--- config.mk ---
export PLATFORM = sky130hd
export DESIGN_NAME = spwm_switch_decoder
export DESIGN_NICKNAME = d
export VERILOG_FILES = /design/src/rtl/spwm_pkg.sv /design/src/rtl/spwm_carrier.sv /design/src/rtl/spwm_compare.sv /design/src/rtl/spwm_decode.sv /design/src/rtl/spwm_switch_decoder.sv
export SDC_FILE = /design/constraint.sdc
export NUM_CORES = 1
export LEC_CHECK = 0
export ABC_AREA = 1
export CORE_MARGIN = 4
export CORE_UTILIZATION = 39
export DETAILED_ROUTE_END_ITERATION = 10
export GPL_ROUTABILITY_DRIVEN = 0
export PLACE_DENSITY = 0.65
export SYNTH_ARGS = -nofsm -noshare
export SYNTH_HDL_FRONTEND = slang
export SYNTH_SLANG_ARGS = --single-unit
--- constraint.sdc ---
create_clock -name clk -period 4.6 [get_ports clk]
set_input_delay 0.92 -clock clk [delete_from_list [all_inputs] [get_ports clk]]
set_output_delay 0.92 -clock clk [all_outputs]
set_load 0.01 [all_outputs]
--- src/rtl/spwm_pkg.sv ---
`timescale 1ns/1ps
package spwm_pkg;

    typedef enum logic [2:0] {
        MODE_POS_ACTIVE = 3'd1,
        MODE_POS_ZERO   = 3'd2,
        MODE_NEG_ACTIVE = 3'd3,
        MODE_NEG_ZERO   = 3'd4
    } spwm_mode_e;

    localparam int GATE_N  = 5;
    localparam int G_S1    = 0;
    localparam int G_S2    = 1;
    localparam int G_S3    = 2;
    localparam int G_S4    = 3;
    localparam int G_S5    = 4;

    typedef struct packed {
        logic above;
        logic below;
        logic half;
    } cmp_state_t;

endpackage

--- src/rtl/spwm_carrier.sv ---
`timescale 1ns/1ps
module spwm_carrier #(
    parameter int HALF  = 8,
    parameter int CNT_W = $clog2(2*HALF+1)
) (
    input  logic             clk,
    input  logic             rst_n,
    output logic [CNT_W-1:0] cnt_o
);
    localparam logic [CNT_W-1:0] TOP = CNT_W'(2*HALF);

    typedef struct packed {
        logic [CNT_W-1:0] cnt;
        logic             up;
    } car_t;

    car_t st_d, st_q;

    always_comb begin
        st_d = st_q;
        if (st_q.up) begin
            if (st_q.cnt == TOP) begin
                st_d.cnt = TOP - 1'b1;
                st_d.up  = 1'b0;
            end else begin
                st_d.cnt = st_q.cnt + 1'b1;
            end
        end else begin
            if (st_q.cnt == '0) begin
                st_d.cnt = CNT_W'(1);
                st_d.up  = 1'b1;
            end else begin
                st_d.cnt = st_q.cnt - 1'b1;
            end
        end
    end

    always_ff @(posedge clk) begin
        if (!rst_n) begin
            st_q.cnt <= '0;
            st_q.up  <= 1'b1;
        end else begin
            st_q <= st_d;
        end
    end

    assign cnt_o = st_q.cnt;
endmodule

--- src/rtl/spwm_compare.sv ---
`timescale 1ns/1ps
module spwm_compare
    import spwm_pkg::*;
#(
    parameter int REF_W = 12
) (
    input  logic                    clk,
    input  logic                    rst_n,
    input  logic signed [REF_W-1:0] ref_i,
    input  logic signed [REF_W-1:0] carrier_i,
    output cmp_state_t              cmp_o
);
    cmp_state_t cmp_d, cmp_q;

    logic signed [REF_W:0] ref_x;
    logic signed [REF_W:0] neg_x;
    logic signed [REF_W:0] car_x;

    always_comb begin
        ref_x = $signed({ref_i[REF_W-1], ref_i});
        car_x = $signed({carrier_i[REF_W-1], carrier_i});
        neg_x = -ref_x;
        cmp_d.above = (ref_x > car_x);
        cmp_d.below = (neg_x > car_x);
        cmp_d.half  = ~ref_i[REF_W-1];
    end

    always_ff @(posedge clk) begin
        if (!rst_n) begin
            cmp_q.above <= 1'b0;
            cmp_q.below <= 1'b0;
            cmp_q.half  <= 1'b1;
        end else begin
            cmp_q <= cmp_d;
        end
    end

    assign cmp_o = cmp_q;
endmodule

--- src/rtl/spwm_decode.sv ---
`timescale 1ns/1ps
module spwm_decode
    import spwm_pkg::*;
(
    input  cmp_state_t        cmp_i,
    output logic [GATE_N-1:0] gate_o,
    output spwm_mode_e        mode_o
);
    logic agree;

    always_comb begin
        agree          = ~(cmp_i.above ^ cmp_i.below);
        gate_o         = '0;
        gate_o[G_S1]   = cmp_i.above & ~cmp_i.below & cmp_i.half;
        gate_o[G_S2]   = ~cmp_i.half & agree;
        gate_o[G_S3]   = ~cmp_i.above & cmp_i.below & ~cmp_i.half;
        gate_o[G_S4]   = agree;
        gate_o[G_S5]   = agree;
        if (cmp_i.half) mode_o = agree ? MODE_POS_ZERO : MODE_POS_ACTIVE;
        else            mode_o = agree ? MODE_NEG_ZERO : MODE_NEG_ACTIVE;
    end
endmodule

--- src/rtl/spwm_switch_decoder.sv ---
`timescale 1ns/1ps
module spwm_switch_decoder
    import spwm_pkg::*;
#(
    parameter int CLK_HZ     = 50_000_000,
    parameter int CARRIER_HZ = 30_000,
    parameter int REF_W      = 12
) (
    input  logic                    clk,
    input  logic                    rst_n,
    input  logic signed [REF_W-1:0] ref_i,
    output logic signed [REF_W-1:0] carrier_o,
    output logic                    cmp_pos_o,
    output logic                    cmp_neg_o,
    output logic                    half_pos_o,
    output logic [4:0]              gate_o,
    output logic [2:0]              mode_o
);
    localparam int HALF  = CLK_HZ / (4 * CARRIER_HZ);
    localparam int CNT_W = $clog2(2*HALF+1);

    logic [CNT_W-1:0] cnt;
    logic [REF_W-1:0] cnt_ext;
    cmp_state_t       cmp;
    spwm_mode_e       mode;

    spwm_carrier #(.HALF(HALF), .CNT_W(CNT_W)) u_carrier (
        .clk   (clk),
        .rst_n (rst_n),
        .cnt_o (cnt)
    );

    assign cnt_ext   = REF_W'(cnt);
    assign carrier_o = $signed(cnt_ext - REF_W'(HALF));

    spwm_compare #(.REF_W(REF_W)) u_compare (
        .clk       (clk),
        .rst_n     (rst_n),
        .ref_i     (ref_i),
        .carrier_i (carrier_o),
        .cmp_o     (cmp)
    );

    spwm_decode u_decode (
        .cmp_i  (cmp),
        .gate_o (gate_o),
        .mode_o (mode)
    );

    assign cmp_pos_o  = cmp.above;
    assign cmp_neg_o  = cmp.below;
    assign half_pos_o = cmp.half;
    assign mode_o     = 3'(mode);
endmodule

==> results.md <==
- Clock Root Buffer: clkbuf_8
- Drt first pass iters: 4
- Floorplan row count: 25
- Clock latency on the worst-skew pair: 260 ps
- Final ANT Viol Nets: 0
- Min Clock Period, post-route: 3380 ps
- Arr. time, crit path: 3570 ps
- Mapped Cells: 270
- Worst clock skew: 4.81 ps
- H-tree depth: 1
- Crit path required time: 4800 ps
- Register share of total power: 33.5%
- Max VDD drop: 128 uV
- Clk slew on worst S/H paths: 70 ps
- R2R Setup Slk: 2060 ps
- Register area share after synthesis: 14.9%
- RSZ-0062 raised after global routing: false
- Die X: 77.5 microns
- First-pass GRT wire length: 7.46 mm
- Lkg Pwr: 1.09 nW
- F_max: 296 MHz
- Maxcap violations: 0
- Main synth FF type: dfxtp_1
- Hold Crit Class: reg2reg
- Starting density of the core: 40.1%
- FF-to-FF End: u_compare.cmp_o[2]$_SDFF_PN0_
- CTS tree: done
- Share of cells above drive strength 1: 10.7%
- Status: complete, no violations
- Clk buf depth: 2
- Synth Register Bits: 14
- HP Start: u_carrier.st_q[0]$_SDFF_PN1_
- Dpl cells: 350
- Worst-path cell chain: clkdlybuf4s50_1 -> nor4_1 -> nand3_1 -> nor3_1 -> xor2_1 -> inv_1 -> ha_1 -> nand2_1 -> inv_1 -> nand3_1 -> nor2_1 -> nand2_1 -> nor2_1 -> nor2_1 -> nand2_1 -> nand2_1 -> a21oi_1
- Comb pwr share: 33.6%
- Post-CTS resize count: 0
- Worst Tran Pin Value: 511 ps
- IO Count: 37
- Post-DP HPWL: 3.66 mm
- Routed WL: 4.34 mm
- Crit-path slowest cell: nor4_1
- Final Cell Area: 0.00229 sq mm
- Net Switching: 0.000124 W
- Syn_area_per_cell: 6.97 sq um
- Largest net degree at the start of global routing: 9
- Synth Cell Area: 0.00188 sq mm
- Final period utilization: 73.4%
- TritonCTS Buffers: 3
- Non-Filler Instances: 354
- Yosys synthesis warning count: 0
- Initial antenna violation count: 0
- DR vias: 1801
- Worst stage delay on the critical path: 530 ps
- Aggregate global-route resource usage: 15.3%
- Final #Nets: 345
- Placed Instance Area: 0.00224 sq mm
- Post-CTS Repair Setup Buffers: 0
- Synthesized Nets: 314
- Hold_buf cts: 0
- Vias in the first global route: 1631
- Port bufs: 36
- Die Ht: 77.5 microns
- CP max FO: 6
- Crit path launch type: input pin
- Worst Hold End: u_carrier.cnt_o[7]$_SDFF_PN0_
- Yosys cell types: 37
- Core box area: 0.00469 sq mm
- DRC viols: 0
- Worst r2r src: u_carrier.cnt_o[5]$_SDFF_PN0_
- Slew HR: 65.6%
- Clk pwr share: 32.9%
- Worst-case reg-to-reg path depth: 12
- Gr ovfl total: 0
- Pwr dens: 170 mW/mm^2
- Async SR Flop Fraction: 0%
- Internal power: 0.000264 W
- Clock sink count: 14
- Switching Fraction: 32.0%
- Number of vias per cell: 5.09
- Die area: 0.00600 sq mm
- Pins Over Slew Limit: 0
- Initial DRC count: 67
- Layout Area Growth over Synthesis: 21.7%
- Final setup fails: 0
- Critical Path Sink Type: flop
- Setup TNS Final: 0 ps
- Most used cell along the critical path: nand2_1
- Endpoints failing hold: 0
- Crit path max-delay family: simple AND/OR/NAND/NOR gates
- Post-synth EDFFs: 0
- Routed len/inst: 12.3 microns
- Worst Hold Path Cells: 2
- Crit path kind: in2reg
- Number of antenna diodes: 0
- Worst Path Buf+Inv: 3
layout by cell type, fill, tap and decap left out, types with 3 or more instances in the layout:
cell	netlist	routed
inv_2	6	6
nand2_1	38	38
o22ai_1	3	3
xor2_1	15	15
clkbuf_8	0	4
ha_1	30	30
nor3_1	5	5
xnor2_1	6	6
o21ai_0	7	7
clkdlybuf4s50_1	0	36
a21oi_1	12	12
nand3_1	19	19
nor2_2	4	4
o21ai_2	3	3
inv_1	38	38
a31oi_1	3	3
dfxtp_1	14	14
nand4_1	4	4
nand2_2	4	4
nor2_1	25	25
cell families (layout without fill, tap and decap cells):
group,count (synthesis),in the layout,synth area share (%)
flip-flops,14,14,14.9
buffers and inverters,55,85,13.0
adder cells (fa/ha/maj),30,30,19.9
AND/OR/NAND/NOR,113,113,30.6
AO/OA/AOI/OAI,37,37,11.8
XOR/XNOR,21,21,9.77
worst reg2reg max path: cells and delay by family (launching register included):
kind	cells	cell delay, ps
compound gates	1	70
xor+xnor	1	280
fa+ha+maj	2	610
buf+inv	1	180
flops	1	530
simple gates	7	810
cell usage after synthesis, types with 6 or more instances:
cell type	n	share of area, %
nor2_1	25	5.0
xor2_1	15	7.0
inv_2	6	1.2
a21oi_1	12	3.2
nand2_1	38	7.6
buf_4	10	4.0
inv_1	38	7.6
ha_1	30	20
dfxtp_1	14	15
o21ai_0	7	1.9
xnor2_1	6	2.8
nand3_1	19	5.0
area by class of cell:
type / instances / area (sq um)
multi-input combinational: 201 / 1360
timing repair buffer: 36 / 360
sequential: 14 / 280
clock buffer: 4 / 55.1
fill: 493 / 2400
tap: 54 / 67.6
inverter: 45 / 169
flip-flops by register name, summed over array words and instances, names as in the netlist:
| name | cells |
|---|---|
| u_carrier.cnt_o | 10 |
| u_compare.cmp_o | 3 |
| u_carrier.st_q | 1 |
power by group through the flow:
| stage | Clock [W] | Sequential, W | Combinational (W) |
|---|---|---|---|
| after floorplan | 0 | 0.000133 | 0.0000851 |
| after global placement | 0 | 0.000133 | 0.000129 |
| after detailed placement | 0 | 0.000133 | 0.000131 |
| after CTS | 0.000132 | 0.000130 | 0.000132 |
| after global routing | 0.000139 | 0.000131 | 0.000148 |
| final | 0.000128 | 0.000130 | 0.000130 |
worst max-delay path by stage:
stage	cells after the start	endpoint	slack, ps	from
after floorplan	16	u_compare.cmp_o[1]$_SDFF_PN0_	1870	ref_i[3]
after global placement	17	u_compare.cmp_o[1]$_SDFF_PN0_	1040	ref_i[2]
after CTS	6	carrier_o[9]	1200	u_carrier.cnt_o[5]$_SDFF_PN0_
after global routing	17	u_compare.cmp_o[1]$_SDFF_PN0_	950	ref_i[2]
final	17	u_compare.cmp_o[1]$_SDFF_PN0_	1220	ref_i[2]
after detailed placement	17	u_compare.cmp_o[1]$_SDFF_PN0_	980	ref_i[2]
per-stage QoR:
stage	utilization, %	total power, W	worst slack (ps)	hold WS (ps)
after floorplan	-	0.000218	1870	506
after global placement	47.7	0.000261	1040	565
after detailed placement	47.7	0.000264	983	597
after CTS	48.8	0.000394	1200	620
after global routing	48.8	0.000417	947	655
final	48.8	0.000388	1220	624
layer usage:
metal	GRT usage (%)	wire [microns]	vias to the layer above
li1	-	-	945
met1	19.1	2050	810
met2	26.6	2020	39
met3	2.78	199	7
met4	4.80	65	0
met5	0	0	-
(Power assumes the default switching activity.)
